**config.mk**
```make
export PLATFORM = sky130hd
export DESIGN_NAME = wdk_top
export DESIGN_NICKNAME = d
export VERILOG_FILES = /design/src/rtl/wdk_pkg.sv /design/src/rtl/wdk_timer.sv /design/src/rtl/wdk_evt_flag.sv /design/src/rtl/wdk_aon_flag.sv /design/src/rtl/wdk_top.sv
export SDC_FILE = /design/constraint.sdc
export NUM_CORES = 1
export LEC_CHECK = 0
export BUFFER_PORTS_ARGS = -buffer_cell sky130_fd_sc_hd__buf_2
export CAP_MARGIN = 30
export CORE_AREA = 8 8 45 47
export CTS_CLUSTER_SIZE = 20
export DETAILED_ROUTE_END_ITERATION = 12
export DIE_AREA = 0 0 53 55
export PLACE_DENSITY_LB_ADDON = 0.05
export SLEW_MARGIN = 20
export SYNTH_ARGS = -nofsm -noshare
export SYNTH_HDL_FRONTEND = slang
export SYNTH_SLANG_ARGS = --single-unit
```
**constraint.sdc**
```tcl
create_clock -name clk -period 2.95 [get_ports clk]
set_input_delay 0 -clock clk [delete_from_list [all_inputs] [get_ports clk]]
set_output_delay 0 -clock clk [all_outputs]
set_load 0.05 [all_outputs]
```
**src/rtl/wdk_pkg.sv**
```systemverilog
package wdk_pkg;
    typedef enum logic [0:0] {
        WDS_COUNT = 1'b0,
        WDS_FIRE  = 1'b1
    } wds_e;
endpackage

```
**src/rtl/wdk_timer.sv**
```systemverilog
module wdk_timer
    import wdk_pkg::*;
#(
    parameter int TIMEOUT_CYCLES = 64
) (
    input  logic clk,
    input  logic rst_n,
    input  logic kick_i,
    output logic ovf_set_o,
    output logic req_o
);
    localparam int CW = (TIMEOUT_CYCLES > 2) ? $clog2(TIMEOUT_CYCLES) : 1;
    localparam logic [CW-1:0] LAST = CW'(TIMEOUT_CYCLES - 1);

    wds_e        state_q, state_d;
    logic [CW-1:0] cnt_q;
    logic        at_last;

    assign at_last = (cnt_q == LAST);

    // state register
    always_ff @(posedge clk or negedge rst_n) begin
        if (!rst_n) state_q <= WDS_COUNT;
        else        state_q <= state_d;
    end

    // next state
    always_comb begin
        state_d = state_q;
        unique case (state_q)
            WDS_COUNT: if (at_last && !kick_i) state_d = WDS_FIRE;
            WDS_FIRE:  state_d = WDS_COUNT;
        endcase
    end

    // outputs
    always_comb begin
        req_o     = (state_q == WDS_FIRE);
        ovf_set_o = (state_q == WDS_COUNT) && at_last && !kick_i;
    end

    // timeout counter
    always_ff @(posedge clk or negedge rst_n) begin
        if (!rst_n)                     cnt_q <= '0;
        else if (kick_i)                cnt_q <= '0;
        else if (state_q == WDS_FIRE)   cnt_q <= '0;
        else if (at_last)               cnt_q <= '0;
        else                            cnt_q <= cnt_q + 1'b1;
    end
endmodule

```
**src/rtl/wdk_evt_flag.sv**
```systemverilog
module wdk_evt_flag (
    input  logic clk,
    input  logic rst_n,
    input  logic set_i,
    input  logic clr_i,
    output logic flag_o
);
    // set has priority over clear
    always_ff @(posedge clk or negedge rst_n) begin
        if (!rst_n)     flag_o <= 1'b0;
        else if (set_i) flag_o <= 1'b1;
        else if (clr_i) flag_o <= 1'b0;
    end
endmodule

```
**src/rtl/wdk_aon_flag.sv**
```systemverilog
module wdk_aon_flag (
    input  logic clk,
    input  logic clr_async_i,
    input  logic set_i,
    input  logic wr_i,
    input  logic wdata_i,
    output logic flag_o
);
    // always-on: untouched by the core reset; only the external pin clears it
    always_ff @(posedge clk or posedge clr_async_i) begin
        if (clr_async_i) flag_o <= 1'b0;
        else if (set_i)  flag_o <= 1'b1;
        else if (wr_i)   flag_o <= wdata_i;
    end
endmodule

```
**src/rtl/wdk_top.sv**
```systemverilog
module wdk_top #(
    parameter int TIMEOUT_CYCLES = 64
) (
    input  logic clk,
    input  logic rst_n,
    input  logic ext_rst,
    input  logic ctl_wr,
    input  logic ctl_wdata,
    output logic ctl_rdata,
    input  logic evt_in,
    input  logic ovf_wr,
    input  logic ovf_wdata,
    output logic ovf_rdata,
    output logic wd_rst_req
);
    logic kick, evt_clr, ovf_set;

    assign kick    = ctl_wr &  ctl_wdata;
    assign evt_clr = ctl_wr & ~ctl_wdata;

    wdk_timer #(.TIMEOUT_CYCLES(TIMEOUT_CYCLES)) timer_i (
        .clk       (clk),
        .rst_n     (rst_n),
        .kick_i    (kick),
        .ovf_set_o (ovf_set),
        .req_o     (wd_rst_req)
    );

    wdk_evt_flag evt_i (
        .clk    (clk),
        .rst_n  (rst_n),
        .set_i  (evt_in),
        .clr_i  (evt_clr),
        .flag_o (ctl_rdata)
    );

    wdk_aon_flag aon_i (
        .clk         (clk),
        .clr_async_i (ext_rst),
        .set_i       (ovf_set),
        .wr_i        (ovf_wr),
        .wdata_i     (ovf_wdata),
        .flag_o      (ovf_rdata)
    );
endmodule

```
; ---- Word-level counts from Yosys, hierarchy flattened
; Cells that the tools add are included.
[word_totals]
ff_bits = 9
latch_bits = 0
mem_bits_rw = 0
mem_bits_ro = 0
input_bits = 8
out_inout_bits = 3
elab_cells = 25
n_memories = 0
[classes]
add_sub_neg = 1
mul = 0
div_mod_pow = 0
magnitude_cmp = 0
eq_ne = 1
shifts = 0
n_mux = 9
bitwise_logic = 4
reduce_logical = 6
[op_table]
columns = operator, n
row1 = 2-to-1 mux 6 bit, 3
row2 = "adder 6 x 1 -> 6 bit, second input constant", 1
row3 = "equality test 6 bit, second input constant", 1
row4 = 2-to-1 mux 1 bit, 5
row5 = nonzero test 2 bit, 2
row6 = logical AND 1 bit, 3
row7 = bitwise AND 1 bit, 2
row8 = NOT 1 bit, 2
row9 = one-hot mux 1 bit (2 select lines), 1
row10 = zero test 1 bit, 1

; ---- Longest topological paths before layout
[depth]
depth_word = 5
mapped_depth = 4
depth_no_buf = 4

; ---- Cells and area by module
; A second synthesis with hierarchy kept.
[hier_totals]
cells_unflattened = 37
area_unflattened_um2 = 399.1
[modules_own_cells]
columns = mod, n_inst, cells_per_inst, area_per_inst_um2
row1 = wdk_timer, 1, 28, 302.8
row2 = wdk_aon_flag, 1, 4, 43.8
row3 = wdk_evt_flag, 1, 3, 36.3
row4 = wdk_top, 1, 2, 16.3

; ---- Worst setup path after synthesis
; Ideal clock, no wire load.
[synth_timing]
path_kind = flip-flop to flip-flop
start = register timer_i.cnt_q[0]
end = register timer_i.cnt_q[1]
setup_ns = 0.120
arrival_ns = 1.075
t_required_ns = 2.830
path_slack_ns = 1.755
stages_incl_launch_ff = 5
path_cell_list = dfrtp_1 ha_1 nand3_1 or2_1 and3_1
[synth_between]
elab_chain_len = 4
elab_cells_between_ends = 5
[synth_lines]
columns = element, line_no
row1 = from (decl), wdk_timer.sv:16  ; logic [CW-1:0] cnt_q;
row2 = from (signal assigned), wdk_timer.sv:48  ; else cnt_q <= cnt_q + 1'b1;
row3 = adder 6 x 1 -> 6 bit / equality test 6 bit (equally long branches), "wdk_timer.sv:48, wdk_timer.sv:19"
row4 = 2-to-1 mux 6 bit (*), wdk_timer.sv:47  ; else if (at_last) cnt_q <= '0;
row5 = 2-to-1 mux 6 bit (*), wdk_timer.sv:46  ; else if (state_q == WDS_FIRE) cnt_q <= '0;
row6 = 2-to-1 mux 6 bit (*), wdk_timer.sv:45  ; else if (kick_i) cnt_q <= '0;
; Mark *: on every way between the ends. The rest lies on a longest branch, timed or not.
; A chain may end at the register's enable or synchronous reset.

; ---- Final worst setup path
; Same ends and word-level chain as after synthesis.

==> impl_metrics.env <==
export IMPL_outcome="completed"
export IMPL_via_per_inst=4.443
export IMPL_fin_hold_ws_ns=0.06054
export IMPL_yosys_area_share_adder=0.03257
export IMPL_worst_path_max_fanout=3
export IMPL_crit_arrival_ns=1.41
export IMPL_numClockSinks=9
export IMPL_dr_total_vias=311
export IMPL_clock_root_buffer="clkbuf_4"
export IMPL_wl_per_cell_um=11.43
export IMPL_cp_cell_sequence="ha_1 > nand3_1 > or2_1 > and3_1"
export IMPL_core_area_um2=1384
export IMPL_p_int_mw=0.2283
export IMPL_hold_class="in2reg"
export IMPL_io_buffers=10
export IMPL_crit_type="reg2reg"
export IMPL_yosys_area_share_xor_xnor=0.06840
export IMPL_syn_to_final_growth_pct=38.11
export IMPL_critPathMaxStageDelay_ns=0.38
export IMPL_finalWeightedCongestion=0.7396
export IMPL_antenna_found_initial=0
export IMPL_required_ns=3.10
export IMPL_period_minus_slack_ns=1.261
export IMPL_num_antenna_cells=0
export IMPL_h_tree_depth=1
export IMPL_power_density_nw_per_um2=607.6
export IMPL_totalWireLength_um=800
export IMPL_synth_compound_area_frac=0.1042
export IMPL_min_period_over_period=0.4275
export IMPL_mostFrequentLayoutCells="10 x buf_2, 9 x dfrtp_1, 5 x nor2_1, 5 x dlygate4sd3_1"
export IMPL_die_h_um=55
export IMPL_p_leak_nw=0.2598
export IMPL_seq_area_frac_synth=0.5863
export IMPL_final_common_cell="buf_2"
export IMPL_ir_drop_mv=0.3229
export IMPL_initial_core_util=0.2776
export IMPL_grt_pass1_vias=331
export IMPL_final_max_slew_violation_count=0
export IMPL_synth_top_family_by_area="simple AND/OR/NAND/NOR gates"
export IMPL_skew_ns=0.001381
export IMPL_synth_cell_types=17
export IMPL_syn_area_um2=384.1
export IMPL_tightest_slew_ns=0.3403
export IMPL_swShare=0.2917
export IMPL_ant_nets=0
export IMPL_hold_violations=0
export IMPL_seqPwrFrac=0.509
export IMPL_overflow=0
export IMPL_post_cts_resized=0
export IMPL_drive_gt1_frac=0.2593
export IMPL_relSlewSlack=0.7707
export IMPL_pwr_share_comb=0.198
export IMPL_path_clk_slew_ns=0.06
export IMPL_die_w_um=53
export IMPL_ios=11
export IMPL_clockBufferDepth=2
export IMPL_grt_total_usage=0.06336
export IMPL_power_switching_mw=0.09401
export IMPL_start_kind="register"
export IMPL_muxShareOfSynthArea=0.02606
export IMPL_dieArea_um2=2915
export IMPL_cts_buffers=3
export IMPL_clockPowerShare=0.293
export IMPL_timing_fmax_ghz=0.7930
export IMPL_rsz0062_at_grt="no"
export IMPL_nFillCells=142
export IMPL_total_power_mw=0.3223
export IMPL_synth_cells=35
export IMPL_insertion_delay_ns=0.26
export IMPL_setup_viol=0
export IMPL_drt_first_pass_iters=3
export IMPL_cts_tree="built"
export IMPL_grt_pass1_wl_um=1317
export IMPL_avgSynthCellArea_um2=10.97
export IMPL_critPathSlowestCell="dfrtp_1"
export IMPL_ys_warn_count=0
export IMPL_finalSetupTns_ns=0
export IMPL_synth_simple_area_share=0.1726
export IMPL_rows=14
export IMPL_drv_cap=0
export IMPL_ys_seq_elements=9
export IMPL_end_kind="register"
export IMPL_drc=0
export IMPL_synth_net_count=44
export IMPL_drt_iter0_markers=5
export IMPL_fin_nets=64
export IMPL_dp_hpwl_um=632.1
export IMPL_grt_max_degree=9
[critical path, delay by kind of cell (launching register included)]
family	cells	cell delay, ns
AND/OR/NAND/NOR	3	0.58
adder cells (fa/ha/maj)	1	0.20
flip-flops	1	0.38
[final cells by class]
type                    count  area, µm²  area share
well taps                  16      20.02     0.03774
flip-flops and latches      9      225.2      0.4245
repair buffers             15      100.1      0.1887
clock buffers               4      26.28     0.04953
inverters                   1      3.754    0.007075
multi-input cells          25      155.1      0.2925
[through the flow]
step	instances	worst slack (ns)	instance area, µm²	util
floorplan	35	1.755	384.1	-
global placement	61	1.701	454.2	0.3282
detailed placement	61	1.685	454.2	0.3282
CTS	70	1.680	530.5	0.3834
global route	70	1.588	530.5	0.3834
finish	70	1.689	530.5	0.3834
[state kept, by name (all words and copies together), names as in the netlist]
| register | count |
|---|---|
| evt_i.flag_o | 1 |
| aon_i.flag_o | 1 |
| timer_i.cnt_q | 6 |
| timer_i.req_o | 1 |
[per-layer routing]
metal,vias up,part of all wire,global-route usage,wire length (µm)
met3,2,0.14,0.03209,114
met4,0,0.021,0.05172,17
met1,139,0.43,0.07309,345
li1,158,-,-,-
met2,12,0.40,0.08594,323
met5,-,0,0,0
[synth_stat cells]
cell      number  area, µm²
dfrtp_1        9      225.2
nor2_1         5      18.77
o21ai_0        3      15.01
a21o_1         2      15.01
a21oi_1        2      10.01
nand2_1        2      7.510
xor2_1         2      17.52
and3_1         1      6.260
ha_1           1      12.51
inv_1          1      3.750
mux2i_1        1      10.01
nand2b_1       1      6.260
nand3_1        1      5.000
nand3_2        1      10.01
or2_1          1      6.260
or3_1          1      6.260
xnor2_1        1      8.760
[final timing paths]
path / end / startpoint / cells after the start / slack [ns]
max in group asynchronous: timer_i.cnt_q[0] / rst_n / 2 / 2.67
worst min-delay path: evt_i.flag_o / ctl_wr / 3 / 0.06
worst max-delay path: timer_i.cnt_q[1] / timer_i.cnt_q[0] / 4 / 1.69
min in group asynchronous: timer_i.req_o / rst_n / 2 / 0.11
worst max register to register: timer_i.cnt_q[1] / timer_i.cnt_q[0] / 4 / 1.69
worst min register to register: evt_i.flag_o / evt_i.flag_o / 1 / 0.47
[repair_timing]
item,in CTS,in global routing
setup buffers,0,0
endpoints found under the setup margin,0,0
hold buffers,5,0
endpoints found under the hold margin,11,0
[logic make-up after synthesis]
family	Yosys count
adder cells (fa/ha/maj)	1
multiplexers	1
AND/OR/NAND/NOR	13
buffers and inverters	1
AO/OA/AOI/OAI	7
XOR/XNOR	3
flip-flops	9
[power by group through the flow]
stage          Sequential [mW]  Clock, mW  Combinational [mW]
4_1_cts                  0.164     0.0974              0.0647
3_5_place_dp             0.166          0              0.0586
6_report                 0.164     0.0944              0.0638
5_1_grt                  0.167      0.106              0.0714
3_3_place_gp             0.166          0              0.0562
2_1_floorplan            0.171          0              0.0323
(Power assumes the default switching activity.)
